--- config.mk ---
export PLATFORM = sky130hd
export DESIGN_NAME = dma_desc_chan
export DESIGN_NICKNAME = d
export VERILOG_FILES = /design/src/rtl/dmach_pkg.sv /design/src/rtl/dmach_regs.sv /design/src/rtl/dmach_engine.sv /design/src/rtl/dma_desc_chan.sv
export SDC_FILE = /design/constraint.sdc
export NUM_CORES = 1
export LEC_CHECK = 0
export BUFFER_PORTS_ARGS = -buffer_cell sky130_fd_sc_hd__buf_4
export CAP_MARGIN = 20
export CORE_ASPECT_RATIO = 0.6
export CORE_UTILIZATION = 40
export CTS_CLUSTER_SIZE = 24
export DETAILED_ROUTE_END_ITERATION = 7
export HOLD_SLACK_MARGIN = 0.12
export MAX_ROUTING_LAYER = met4
export PLACE_DENSITY = 0.59
export SYNTH_ARGS = -nofsm -noshare
export SYNTH_HDL_FRONTEND = slang
export SYNTH_SLANG_ARGS = --single-unit
--- constraint.sdc ---
create_clock -name clk -period 3.2 [get_ports clk]
set_input_delay 0.32 -clock clk [delete_from_list [all_inputs] [get_ports clk]]
set_output_delay 0.32 -clock clk [all_outputs]
set_load 0.01 [all_outputs]
--- src/rtl/dmach_pkg.sv ---
package dmach_pkg;
    localparam int DW       = 16;
    localparam int BW       = 8;
    localparam int OWN_BIT  = 15;
    localparam int DEN_BIT  = 0;
    localparam int DIR_BIT  = 1;
    localparam int IRQ_BIT  = 2;
    localparam int DONE_BIT = 3;
    localparam int DESC_WORDS = 5;

    typedef enum logic [1:0] {
        RA_CTRL  = 2'd0,
        RA_NEXT  = 2'd1,
        RA_READY = 2'd2,
        RA_ICLR  = 2'd3
    } reg_sel_e;

    typedef enum logic [3:0] {
        ST_IDLE, ST_RD, ST_CAP, ST_WOWN, ST_XFER,
        ST_TXRD, ST_TXCAP, ST_PWAIT, ST_RXWR, ST_WB
    } eng_st_e;

    typedef struct packed {
        logic [DW-1:0] cfg;
        logic [DW-1:0] page;
        logic [DW-1:0] addr;
        logic [DW-1:0] cnt;
        logic [DW-1:0] next;
    } desc_t;

    function automatic logic [DW-1:0] status_word(input logic [DW-1:0] cfg);
        logic [DW-1:0] w;
        w = cfg;
        w[OWN_BIT]  = 1'b0;
        w[DONE_BIT] = 1'b1;
        return w;
    endfunction

    function automatic logic ends_chain(input logic [DW-1:0] cfg);
        return (cfg == '0) || (cfg[OWN_BIT] && !cfg[DEN_BIT]);
    endfunction
endpackage

--- src/rtl/dmach_regs.sv ---
module dmach_regs
    import dmach_pkg::*;
(
    input  logic          clk,
    input  logic          rst,
    input  logic          reg_we,
    input  logic [1:0]    reg_addr,
    input  logic [DW-1:0] reg_wdata,
    input  logic          en_clr,
    input  logic          irq_set,
    output logic          en,
    output logic [DW-1:0] nptr,
    output logic          ready,
    output logic          irq
);
    logic clr_hit;
    assign clr_hit = reg_we && (reg_addr == RA_ICLR) && (reg_wdata == 16'h0001);
    assign ready   = reg_we && (reg_addr == RA_READY);

    always_ff @(posedge clk) begin
        if (rst) begin
            en   <= 1'b0;
            nptr <= '0;
            irq  <= 1'b0;
        end else begin
            if (en_clr)
                en <= 1'b0;
            else if (reg_we && reg_addr == RA_CTRL)
                en <= reg_wdata[0];
            if (reg_we && reg_addr == RA_NEXT)
                nptr <= reg_wdata;
            if (irq_set)
                irq <= 1'b1;
            else if (clr_hit)
                irq <= 1'b0;
        end
    end

    // pending interrupt drops only after the exact clear value
    a_r7_irq_clear_only: assert property (@(posedge clk) disable iff (rst)
        $fell(irq) |-> $past(reg_we && reg_addr == RA_ICLR && reg_wdata == 16'h0001));
endmodule

--- src/rtl/dmach_engine.sv ---
module dmach_engine
    import dmach_pkg::*;
#(
    parameter int PG_W = 8,
    localparam int MA_W = PG_W + DW
) (
    input  logic            clk,
    input  logic            rst,
    input  logic            en,
    input  logic [DW-1:0]   nptr,
    input  logic            ready,
    output logic            en_clr,
    output logic            irq_set,
    output logic            busy,
    output logic            mem_rd,
    output logic            mem_wr,
    output logic [MA_W-1:0] mem_addr,
    output logic [DW-1:0]   mem_wdata,
    input  logic [DW-1:0]   mem_rdata,
    input  logic            per_req,
    output logic            per_ack,
    output logic [BW-1:0]   per_wdata,
    input  logic [BW-1:0]   per_rdata
);
    eng_st_e       st;
    logic [2:0]    fidx;
    logic [DW-1:0] head;
    desc_t         d;
    logic [BW-1:0] dbuf;

    logic [MA_W-1:0] desc_addr, data_addr;
    assign desc_addr = {{PG_W{1'b0}}, head + DW'(fidx)};
    assign data_addr = {d.page[PG_W-1:0], d.addr};

    always_comb begin
        mem_rd    = en && (st == ST_RD || st == ST_TXRD);
        mem_wr    = en && (st == ST_RXWR || st == ST_WB);
        mem_addr  = (st == ST_RD) ? desc_addr :
                    (st == ST_WB) ? {{PG_W{1'b0}}, head} : data_addr;
        mem_wdata = (st == ST_WB) ? status_word(d.cfg) : {{(DW-BW){1'b0}}, dbuf};
        per_ack   = en && (st == ST_PWAIT) && per_req;
        per_wdata = dbuf;
        en_clr    = en && (st == ST_CAP) && (fidx == 3'd0) && ends_chain(mem_rdata);
        irq_set   = en && (st == ST_WB) && d.cfg[IRQ_BIT];
        busy      = (st != ST_IDLE);
    end

    always_ff @(posedge clk) begin
        if (rst) begin
            st   <= ST_IDLE;
            fidx <= '0;
            head <= '0;
            d    <= '0;
            dbuf <= '0;
        end else if (!en) begin
            st <= ST_IDLE;
        end else begin
            unique case (st)
                ST_IDLE: begin
                    head <= nptr;
                    fidx <= '0;
                    st   <= ST_RD;
                end
                ST_RD: st <= ST_CAP;
                ST_CAP: begin
                    if (fidx == 3'd0) begin
                        d.cfg <= mem_rdata;
                        if (ends_chain(mem_rdata))
                            st <= ST_IDLE;
                        else if (mem_rdata[OWN_BIT]) begin
                            fidx <= 3'd1;
                            st   <= ST_RD;
                        end else
                            st <= ST_WOWN;
                    end else begin
                        case (fidx)
                            3'd1:    d.page <= mem_rdata;
                            3'd2:    d.addr <= mem_rdata;
                            3'd3:    d.cnt  <= mem_rdata;
                            default: d.next <= mem_rdata;
                        endcase
                        if (fidx == 3'(DESC_WORDS - 1))
                            st <= ST_XFER;
                        else begin
                            fidx <= fidx + 3'd1;
                            st   <= ST_RD;
                        end
                    end
                end
                ST_WOWN: if (ready) begin
                    fidx <= '0;
                    st   <= ST_RD;
                end
                ST_XFER: begin
                    if (d.cnt == '0)           st <= ST_WB;
                    else if (d.cfg[DIR_BIT])   st <= ST_TXRD;
                    else                       st <= ST_PWAIT;
                end
                ST_TXRD: st <= ST_TXCAP;
                ST_TXCAP: begin
                    dbuf <= mem_rdata[BW-1:0];
                    st   <= ST_PWAIT;
                end
                ST_PWAIT: if (per_req) begin
                    if (d.cfg[DIR_BIT]) begin
                        d.cnt  <= d.cnt - 1'b1;
                        d.addr <= d.addr + 1'b1;
                        st     <= ST_XFER;
                    end else begin
                        dbuf <= per_rdata;
                        st   <= ST_RXWR;
                    end
                end
                ST_RXWR: begin
                    d.cnt  <= d.cnt - 1'b1;
                    d.addr <= d.addr + 1'b1;
                    st     <= ST_XFER;
                end
                ST_WB: begin
                    head <= d.next;
                    fidx <= '0;
                    st   <= ST_RD;
                end
                default: st <= ST_IDLE;
            endcase
        end
    end

    // one memory access per cycle, acknowledge only on request
    a_r12_single_access: assert property (@(posedge clk) disable iff (rst)
        !(mem_rd && mem_wr));
    a_r12_ack_on_req: assert property (@(posedge clk) disable iff (rst)
        per_ack |-> per_req);
    // a waiting channel leaves the wait only through a ready strobe or disable
    a_r3_wait_holds: assert property (@(posedge clk) disable iff (rst)
        (st == ST_WOWN && en && !ready) |=> (st == ST_WOWN));
endmodule

--- src/rtl/dma_desc_chan.sv ---
module dma_desc_chan
    import dmach_pkg::*;
#(
    parameter int PG_W = 8,
    localparam int MA_W = PG_W + DW
) (
    input  logic            clk,
    input  logic            rst,
    input  logic            reg_we,
    input  logic [1:0]      reg_addr,
    input  logic [DW-1:0]   reg_wdata,
    output logic            mem_rd,
    output logic            mem_wr,
    output logic [MA_W-1:0] mem_addr,
    output logic [DW-1:0]   mem_wdata,
    input  logic [DW-1:0]   mem_rdata,
    input  logic            per_req,
    output logic            per_ack,
    output logic [BW-1:0]   per_wdata,
    input  logic [BW-1:0]   per_rdata,
    output logic            irq
);
    logic          en, en_clr, irq_set, ready, busy;
    logic [DW-1:0] nptr;

    dmach_regs u_regs (
        .clk(clk), .rst(rst), .reg_we(reg_we), .reg_addr(reg_addr),
        .reg_wdata(reg_wdata), .en_clr(en_clr), .irq_set(irq_set),
        .en(en), .nptr(nptr), .ready(ready), .irq(irq)
    );

    dmach_engine #(.PG_W(PG_W)) u_eng (
        .clk(clk), .rst(rst), .en(en), .nptr(nptr), .ready(ready),
        .en_clr(en_clr), .irq_set(irq_set), .busy(busy),
        .mem_rd(mem_rd), .mem_wr(mem_wr), .mem_addr(mem_addr),
        .mem_wdata(mem_wdata), .mem_rdata(mem_rdata),
        .per_req(per_req), .per_ack(per_ack), .per_wdata(per_wdata),
        .per_rdata(per_rdata)
    );

    // a dropped enable leaves the engine idle on the next cycle
    a_r10_abort_idle: assert property (@(posedge clk) disable iff (rst)
        $fell(en) |=> !busy);
    // an interrupt rises only out of an active descriptor
    a_r7_irq_from_busy: assert property (@(posedge clk) disable iff (rst)
        $rose(irq) |-> $past(busy));
endmodule

==> results.toml <==
[run_status]
status = "complete, no violations"

[timing]
finalSetupTns_ns = 0
rsz0062_at_grt = "no"
worst_pin_slew_ns = 1.05
finalClockSkew_ns = 0.00796
slew_headroom_pct = 30.2
maxSlewViolCount = 0
fmax_mhz = 337
hold_viol_final = 0
period_share_pct = 92.8
postLayoutSetupSlackWorst_ns = 0.229
finalCriticalPeriod_ns = 2.97
setup_viol = 0

[detailed_routing]
antenna_left = 0
first_iter_violations = 681
wirelength_mm = 20.9
wl_met3_mm = 1.49
wl_met2_mm = 8.13
wl_met1_mm = 11.0
wl_per_cell_um = 18.4
viasPerCell = 5.61
dr.pass1.iters = 5
drc = 0
top_layer_used = "met4"
vias = 6364

[cells_and_area]
fin_area_um2 = 8350
diodes = 0
synthToLayoutAreaGrowth_pct = 25.0
final_nets = 952
drive_gt1_share_pct = 21.9

[global_route]
grt_pass1_wl_mm = 33.2
grt_max_degree = 70
grt_pass1_vias = 5802
gr-usage-all-layers_pct = 26.0
grt_remaining_overflow = 0
antenna_found_initial = 0

[floorplanning]
die_x_um = 169
io_pins = 98
rows = 36
die_area_um2 = 17200
initial_utilization_pct = 41.1
core_area_um2 = 16300
die_height_um = 102

[setup_path]
cp_slowest_cell = "fa_1"
startpoint_type = "register"
worstSetupPathType = "reg2out"
end_kind = "output pin"
crit_chain = "ha_1 > fa_1 > a21oi_1 > nor3_1 > buf_4 > nand4_1 > xor2_1 > a21oi_1 > buf_4"
critical_path_required_ns = 2.88
crit_fanout = 5
max_stage_delay_ns = 0.45
worstPathArrival_ns = 2.65

[clocking]
ctsResizeCount = 0
cts_buffers = 17
clock_latency_ns = 0.41
h-tree-depth = 4
clk_pin_slew_worst_paths_ns = 0.06
clock_path_buffers = 2
cts_setup_buffers = 0
cts_tree = "yes"
ctsRootBufferMaster = "clkbuf_16"
cts_num_sinks = 119
cts_hold_buf = 0

[yosys]
synth_seq_cells = 119
synthTopCellsByCount = "dfxtp_1, nor2_1, nand2_1, a21oi_1, mux2i_1"
synthTopCellsByArea = "dfxtp_1, mux2i_1, nor2_1, a21oi_1, nand2_1"
syn-num-nets = 868
syn_area_um2 = 6680
yosys.area.top_type = "dfxtp_1"
synth_cells = 810
syn_area_per_cell_um2 = 8.25
synthArstFlopShare_pct = 0
synth_edf_count = 0
yosysWarnings = 0
synth_cell_type_count = 74
synthFlopType = "dfxtp_1"
yosysSeqAreaShare_pct = 35.7
synth.most_common_cell = "dfxtp_1"
yosysTopAreaCellShare_pct = 35.7

[placed_design]
gp_congestion = 0.983
io_buffers = 96
dpl_cell_area_um2 = 7650
dpl.hpwl_mm = 14.7
place_ws_ns = 0.491

[pwr]
p_leak_nw = 3.39
vdd_drop_max_uv = 294
power-per-cell-area_nw_per_um2 = 474

[min_path]
hold_path_class = "in2reg"

[run]
max_cap_viol_count = 0
==> final timing paths <==
path / startpoint / end / slack [ns] / depth (start not counted)
worst max-delay path: u_eng.fidx[0]$_SDFFE_PP0P_ / mem_addr[8] / 0.23 / 9
worst min-delay path: reg_wdata[8] / u_regs.nptr[8]$_SDFFE_PP0P_ / 0.16 / 3
worst max register to register: u_eng.st[1]$_SDFFE_PP0P_ / u_eng.d[33]$_SDFFE_PP0P_ / 0.77 / 6
worst min register to register: u_regs.nptr[2]$_SDFFE_PP0P_ / u_regs.nptr[2]$_SDFFE_PP0P_ / 0.46 / 2
==> flip-flops by register name, summed over array words and instances, names as in the netlist <==
signal	cells
u_eng.st	4
u_eng.d	70
u_regs.en	1
u_eng.fidx	3
u_eng.head	16
u_eng.per_wdata	8
u_regs.nptr	16
u_regs.irq	1
==> per-layer routing <==
metal | global-route usage (%) | up-vias
met3 | 4.49 | 28
li1 | - | 3103
met1 | 39.0 | 3017
met4 | 7.41 | 0
met2 | 34.6 | 216
met5 | - | -
==> cells by family after synthesis <==
group / share of synthesized area [%]
multiplexers: 9.93
AND/OR/NAND/NOR: 24.8
XOR/XNOR: 2.10
buffers and inverters: 4.85
adder cells (fa/ha/maj): 2.36
other: 0.0561
flip-flops: 35.7
AO/OA/AOI/OAI: 20.2
==> final cells by class <==
cell class                      instances  area, um2
Clock inverter                         14        245
Clock buffer                           18        439
Inverter                               13       48.8
Sequential cell                       119       2380
Timing Repair Buffer                  123        952
Tap cell                              228        285
Fill cell                            1538       7920
Multi-Input combinational cell        620       3990
==> stage by stage <==
step	power [W]	hold slack, ns	utilization [%]	cells
after CTS	0.00397	0.152	51.2	1134
after floorplan	0.00163	0.436	-	810
after detailed placement	0.00174	0.449	47.0	1102
after global routing	0.00408	0.165	51.3	1135
after global placement	0.00174	0.448	47.0	1102
final	0.00396	0.158	51.3	1135
==> critical path, delay by kind of cell (launching register included) <==
kind / cells / cell delay (ns)
and+or+nand+nor: 2 / 0.20
AOI/OAI and AO/OA: 2 / 0.55
DFF: 1 / 0.37
buffers and inverters: 2 / 0.36
xor gates and xnor gates: 1 / 0.08
adders and majority gates: 2 / 0.69
==> report_power, final <==
part           internal (W)  switching, W
combinational     0.0000760      0.000120
sequential          0.00150     0.0000143
clock               0.00149      0.000761
==> cell usage in the layout, fill, tap and decap left out, types with 11 or more instances in the layout <==
master / instances
dfxtp_1: 118
ha_1: 11
buf_4: 120
inv_1: 12
a211oi_1: 23
nor3_1: 21
nor4_1: 13
a21oi_1: 62
a311oi_1: 11
nand2_1: 82
nand3_1: 15
nor2_1: 114
clkbuf_16: 17
nand2b_1: 15
xor2_1: 12
o21ai_0: 17
nor2b_1: 11
mux2i_1: 55
Note: power is estimated with default switching activity, not from simulation.
